$ cat config.mk
export PLATFORM = sky130hd
export DESIGN_NAME = idx_addr_gen
export DESIGN_NICKNAME = d
export VERILOG_FILES = /design/src/rtl/idx_agu_pkg.sv /design/src/rtl/idx_offset_unit.sv /design/src/rtl/idx_addr_calc.sv /design/src/rtl/idx_align_check.sv /design/src/rtl/idx_addr_gen.sv
export SDC_FILE = /design/constraint.sdc
export NUM_CORES = 1
export LEC_CHECK = 0
export BUFFER_PORTS_ARGS = -buffer_cell sky130_fd_sc_hd__buf_2
export CAP_MARGIN = 30
export CORE_MARGIN = 5
export CORE_UTILIZATION = 51
export CTS_CLUSTER_SIZE = 16
export DETAILED_ROUTE_END_ITERATION = 16
export GPL_TIMING_DRIVEN = 0
export PLACE_DENSITY = 0.85
export SYNTH_ARGS = -nofsm -noshare
export SYNTH_HDL_FRONTEND = slang
export SYNTH_HIERARCHICAL = 1
export SYNTH_SLANG_ARGS = --single-unit
export TNS_END_PERCENT = 1
$ cat constraint.sdc
create_clock -name clk -period 4.9 [get_ports clk]
set_input_delay 0.49 -clock clk [delete_from_list [all_inputs] [get_ports clk]]
set_output_delay 0.49 -clock clk [all_outputs]
set_load 0.01 [all_outputs]
$ cat src/rtl/idx_agu_pkg.sv
package idx_agu_pkg;
  localparam int unsigned ADDR_W  = 32;
  localparam int unsigned IMM_W   = 12;
  localparam int unsigned SHAMT_W = 2;
  localparam int unsigned WORD_LSB = 2;

  typedef enum logic [1:0] {
    IDX_NONE = 2'd0,
    IDX_PRE  = 2'd1,
    IDX_POST = 2'd2,
    IDX_RSVD = 2'd3
  } idx_mode_e;
endpackage

$ cat src/rtl/idx_offset_unit.sv
module idx_offset_unit #(
  parameter int unsigned AW   = 32,
  parameter int unsigned IMMW = 12,
  parameter int unsigned SHW  = 2
) (
  input  logic            use_reg,
  input  logic [IMMW-1:0] imm,
  input  logic [AW-1:0]   offreg,
  input  logic [SHW-1:0]  shamt,
  output logic [AW-1:0]   offset
);
  localparam int unsigned PADW = AW - IMMW;

  logic [AW-1:0] scaled;
  logic [AW-1:0] imm_ext;

  always_comb begin
    scaled  = offreg << shamt;
    imm_ext = {{PADW{1'b0}}, imm};
    offset  = use_reg ? scaled : imm_ext;
  end
endmodule

$ cat src/rtl/idx_addr_calc.sv
module idx_addr_calc
  import idx_agu_pkg::*;
#(
  parameter int unsigned AW = 32
) (
  input  logic [AW-1:0] base,
  input  logic [AW-1:0] offset,
  input  logic          up,
  input  idx_mode_e     mode,
  input  logic          wb,
  output logic [AW-1:0] eff_addr,
  output logic [AW-1:0] new_base,
  output logic          base_wr
);
  logic [AW-1:0] sum;

  always_comb begin
    sum = up ? (base + offset) : (base - offset);
    eff_addr = base;
    new_base = base;
    base_wr  = 1'b0;
    unique case (mode)
      IDX_PRE: begin
        eff_addr = sum;
        if (wb) begin
          new_base = sum;
          base_wr  = 1'b1;
        end
      end
      IDX_POST: begin
        new_base = sum;
        base_wr  = 1'b1;
      end
      default: begin
        eff_addr = base;
      end
    endcase
  end
endmodule

$ cat src/rtl/idx_align_check.sv
module idx_align_check #(
  parameter int unsigned AW   = 32,
  parameter int unsigned LSBS = 2
) (
  input  logic [AW-1:0] addr,
  output logic          misalign
);
  generate
    if (LSBS == 0) begin : g_none
      assign misalign = 1'b0;
    end else begin : g_chk
      assign misalign = |addr[LSBS-1:0];
    end
  endgenerate
endmodule

$ cat src/rtl/idx_addr_gen.sv
module idx_addr_gen
  import idx_agu_pkg::*;
#(
  parameter int unsigned AW   = ADDR_W,
  parameter int unsigned IMMW = IMM_W,
  parameter int unsigned SHW  = SHAMT_W
) (
  input  logic            clk,
  input  logic            rst_n,
  input  logic            in_valid,
  output logic            in_ready,
  input  logic [AW-1:0]   in_base,
  input  logic [AW-1:0]   in_offreg,
  input  logic [IMMW-1:0] in_imm,
  input  logic [SHW-1:0]  in_shamt,
  input  logic            in_use_reg,
  input  logic [1:0]      in_mode,
  input  logic            in_up,
  input  logic            in_wb,
  output logic            out_valid,
  input  logic            out_ready,
  output logic [AW-1:0]   out_addr,
  output logic [AW-1:0]   out_new_base,
  output logic            out_base_wr,
  output logic            out_misalign
);
  logic [AW-1:0] offset;
  logic [AW-1:0] ea_c;
  logic [AW-1:0] nb_c;
  logic          wr_c;
  logic          mis_c;
  logic          wr_q;
  idx_mode_e     mode_c;
  idx_mode_e     mode_q;
  logic          wb_q;
  logic          take;

  assign mode_c = idx_mode_e'(in_mode);

  idx_offset_unit #(.AW(AW), .IMMW(IMMW), .SHW(SHW)) u_off (
    .use_reg (in_use_reg),
    .imm     (in_imm),
    .offreg  (in_offreg),
    .shamt   (in_shamt),
    .offset  (offset)
  );

  idx_addr_calc #(.AW(AW)) u_calc (
    .base     (in_base),
    .offset   (offset),
    .up       (in_up),
    .mode     (mode_c),
    .wb       (in_wb),
    .eff_addr (ea_c),
    .new_base (nb_c),
    .base_wr  (wr_c)
  );

  idx_align_check #(.AW(AW), .LSBS(WORD_LSB)) u_align (
    .addr     (ea_c),
    .misalign (mis_c)
  );

  assign in_ready = !out_valid || out_ready;
  assign take     = in_valid && in_ready;

  always_ff @(posedge clk) begin
    if (!rst_n) begin
      out_valid    <= 1'b0;
      out_addr     <= '0;
      out_new_base <= '0;
      out_misalign <= 1'b0;
      wr_q         <= 1'b0;
      wb_q         <= 1'b0;
      mode_q       <= IDX_NONE;
    end else if (in_ready) begin
      out_valid <= in_valid;
      if (take) begin
        out_addr     <= ea_c;
        out_new_base <= nb_c;
        out_misalign <= mis_c;
        wr_q         <= wr_c;
        wb_q         <= in_wb;
        mode_q       <= mode_c;
      end
    end
  end

  assign out_base_wr = out_valid && out_ready && wr_q;

  p_reset_r10: assert property (@(posedge clk) !rst_n |=> !out_valid && !out_base_wr);

  p_hold_r8: assert property (@(posedge clk) disable iff (!rst_n)
    out_valid && !out_ready |=> out_valid && $stable(out_addr) && $stable(out_new_base)
                                && $stable(out_misalign));

  p_strobe_hs_r9: assert property (@(posedge clk) disable iff (!rst_n)
    out_base_wr |-> out_valid && out_ready);

  p_base_only_r1: assert property (@(posedge clk) disable iff (!rst_n)
    out_valid && (mode_q == IDX_NONE || mode_q == IDX_RSVD) |->
      !out_base_wr && out_new_base == out_addr);

  p_pre_wb_r3: assert property (@(posedge clk) disable iff (!rst_n)
    out_valid && mode_q == IDX_PRE && wb_q |-> out_new_base == out_addr);

  p_post_strobe_r4: assert property (@(posedge clk) disable iff (!rst_n)
    out_valid && mode_q == IDX_POST |-> out_base_wr == out_ready);
endmodule

==> impl_metrics.json <==
{
  "status": "completed",
  "cts.htree.levels": 3,
  "drc": 0,
  "fp-row-count": 43,
  "path_class": "in2reg",
  "grt_max_degree": 11,
  "tightest_slew_ns": 0.710,
  "die_height_um": 128,
  "vias": 7128,
  "synthesis.nets": 1005,
  "fmax_ghz": 0.211,
  "avgSynthCellArea_um2": 8.12,
  "ys_seq_area_share_pct": 18.8,
  "synth_compound_area_share_pct": 18.6,
  "synth_xor_area_share_pct": 6.99,
  "ys_types": 76,
  "slew_violations": 0,
  "cts_sinks": 67,
  "grt_pass1_vias": 6642,
  "synth_edf_count": 0,
  "final_cell_mix": "nand2_1 (168), buf_2 (160), mux2i_1 (78)",
  "coreArea_mm2": 0.0138,
  "min_path_cells": 3,
  "clockBufferDepth": 2,
  "synth-simple-area-share_pct": 20.3,
  "synth_top_family_by_area": "multiplexers",
  "power_density_mw_per_mm2": 277,
  "chipWidth_um": 128,
  "synth_cells": 879,
  "max_slew_margin_pct": 52.6,
  "pin_count": 155,
  "worstSetupStartpointType": "input port",
  "async_flop_share_pct": 0,
  "initial_core_util_pct": 51.7,
  "reg2reg_depth": 6,
  "worstPathRequired_ns": 5.12,
  "drtIter0Drc": 559,
  "avgViaCountPerCell": 5.80,
  "final-setup-viol-count": 0,
  "rr_startpoint": "out_valid",
  "layoutNonFillerInstCount": 1230,
  "drt-total-wl_um": 20900,
  "clk_latency_ns": 0.33,
  "reg2reg_slack_ns": 3.62,
  "crit_arrival_ns": 4.96,
  "finalCritPeriodShare_pct": 96.8,
  "r2r-end": "out_addr[1]",
  "ys_seq_elements": 67,
  "ir_worst_vdd_uv": 153,
  "setup_tns_ns": 0,
  "diodes": 0,
  "synthMuxAreaShare_pct": 21.8,
  "io_buffers": 151,
  "crit_path_max_fanout": 10,
  "grt_use_total_pct": 24.3,
  "grt_pass1_wl_um": 32700,
  "routedWlPerCell_um": 17.0,
  "cts_root_buffer": "clkbuf_16",
  "period_minus_slack_ns": 4.74,
  "die_area_mm2": 0.0165,
  "final_common_cell": "nand2_1",
  "grt_antenna_before_repair": 1,
  "power_leakage_nw": 3.93,
  "grt_overflow": 0,
  "post-place-cells": 1210,
  "gp_congestion": 0.952,
  "cts_tree": "yes",
  "finalHoldViolCount": 0,
  "synth_warnings": 6,
  "syn_to_final_growth_pct": 20.8,
  "layout.nets": 1172,
  "crit_path_end_kind": "flip-flop",
  "drive_gt1_share_pct": 26.8,
  "synth-adder-area-share_pct": 6.94,
  "dp_hpwl_um": 16800,
  "cts_hold_buf": 0,
  "syn-cell-area_mm2": 0.00714,
  "cts_buffers": 9,
  "ant_nets": 0,
  "ys.flop_type": "dfxtp_1",
  "holdPathEnd": "out_valid",
  "worst_hold_path_type": "in2reg",
  "skew_ns": 0.00752,
  "first_pass_iters": 5,
  "drv_cap": 0,
  "cts.clk_slew.worst_paths_ns": 0.05,
  "min-delay-start": "in_valid"
}
## metrics by stage
stage	instance area, µm²	worst slack (ns)	total power, mW	utilization (%)	hold slack [ns]
6_report	8630	0.157	2.39	62.4	0.425
2_1_floorplan	7140	0.115	1.42	-	0.430
3_5_place_dp	8120	-0.834	1.70	58.7	0.445
3_3_place_gp	8120	-0.693	1.68	58.7	0.439
4_1_cts	8480	0.0204	2.36	61.4	0.425
5_1_grt	8630	-0.0241	2.53	62.4	0.449
## report_power, final
| group | total [mW] | switching, mW | internal, mW | leakage [nW] |
|---|---|---|---|---|
| registers | 0.620 | 0.0248 | 0.596 | 0.551 |
| logic | 1.13 | 0.651 | 0.474 | 3.24 |
| clock network | 0.646 | 0.228 | 0.418 | 0.146 |
| total | 2.39 | 0.904 | 1.49 | 3.93 |
## sequential cells by signal, summed over array words and instances, names as in the netlist
signal        flops
out_addr         32
out_valid         1
out_misalign      1
out_new_base     32
wr_q              1
## cell usage after synthesis, types with 9 or more instances
cell      number  area share (%)
nand2b_1      12             1.1
mux4_2        16             5.0
buf_2          9            0.63
mux2_2        28             4.4
dfxtp_1       67              19
nand2_1      170             8.9
xor2_1        36             4.4
a22o_1        26             3.2
a21oi_1       49             3.4
nand4_1       10            0.88
o221ai_1      11             1.3
mux2i_1       81              11
inv_1         25             1.3
nor3_1        13            0.91
clkbuf_1      36             1.9
a21o_1        10             1.1
and2_1        19             1.7
ha_1          38             6.7
nor2_1        52             2.7
xnor2_1       21             2.6
o21ai_0       25             1.8
## layout make-up
type	count	area [µm²]
Tap cell	180	225
Fill cell	1215	5200
Inverter	25	93.8
Sequential cell	67	1340
Buffer	61	385
Timing Repair Buffer	157	801
Clock buffer	13	260
Multi-Input combinational cell	725	5490
Clock inverter	2	35.0
## worst max path at each step
stage           startpoint                to  slack [ns]  cells after the start
6_report       in_shamt[0]  out_new_base[27]        0.16                     21
5_1_grt        in_shamt[0]      out_addr[27]       -0.02                     20
4_1_cts        in_shamt[0]      out_addr[31]        0.02                     23
3_5_place_dp   in_shamt[0]      out_addr[31]       -0.83                     23
3_3_place_gp   in_shamt[0]      out_addr[31]       -0.69                     23
2_1_floorplan  in_shamt[0]      out_addr[31]        0.12                     23
## metal layers
layer	up-vias	wire length [µm]	global-route usage, %
met3	26	1710	3.49
met2	277	9870	41.0
met1	3328	9020	32.9
li1	3495	-	-
met4	2	255	5.93
met5	-	7	0
## cells by family after synthesis
logic type / after synthesis
AOI/OAI and AO/OA: 188
xor gates and xnor gates: 57
adders and majority gates: 39
buffers and inverters: 87
DFF: 67
muxes: 128
and+or+nand+nor: 313
## critical path, cell delays in order
cell	delay, ns
buf_6	0.11
buf_6	0.17
buf_8	0.18
mux2i_1	0.31
o221ai_1	0.30
nor4_4	0.34
buf_4	0.19
nand2_1	0.09
nor2_1	0.24
a21oi_1	0.12
xor2_1	0.17
ha_1	0.38
a21oi_1	0.25
a21boi_0	0.15
a311oi_2	0.36
nor3_1	0.10
a311oi_2	0.41
mux2i_1	0.31
o21ai_0	0.11
nand2_1	0.08
mux2i_1	0.07
## timing repair
item	CTS	global route
buffers inserted	2	4
pin swaps	4	5
endpoints found under the setup margin	15	18
gates resized for setup	10	26
Power figures use the tool's default switching activity.
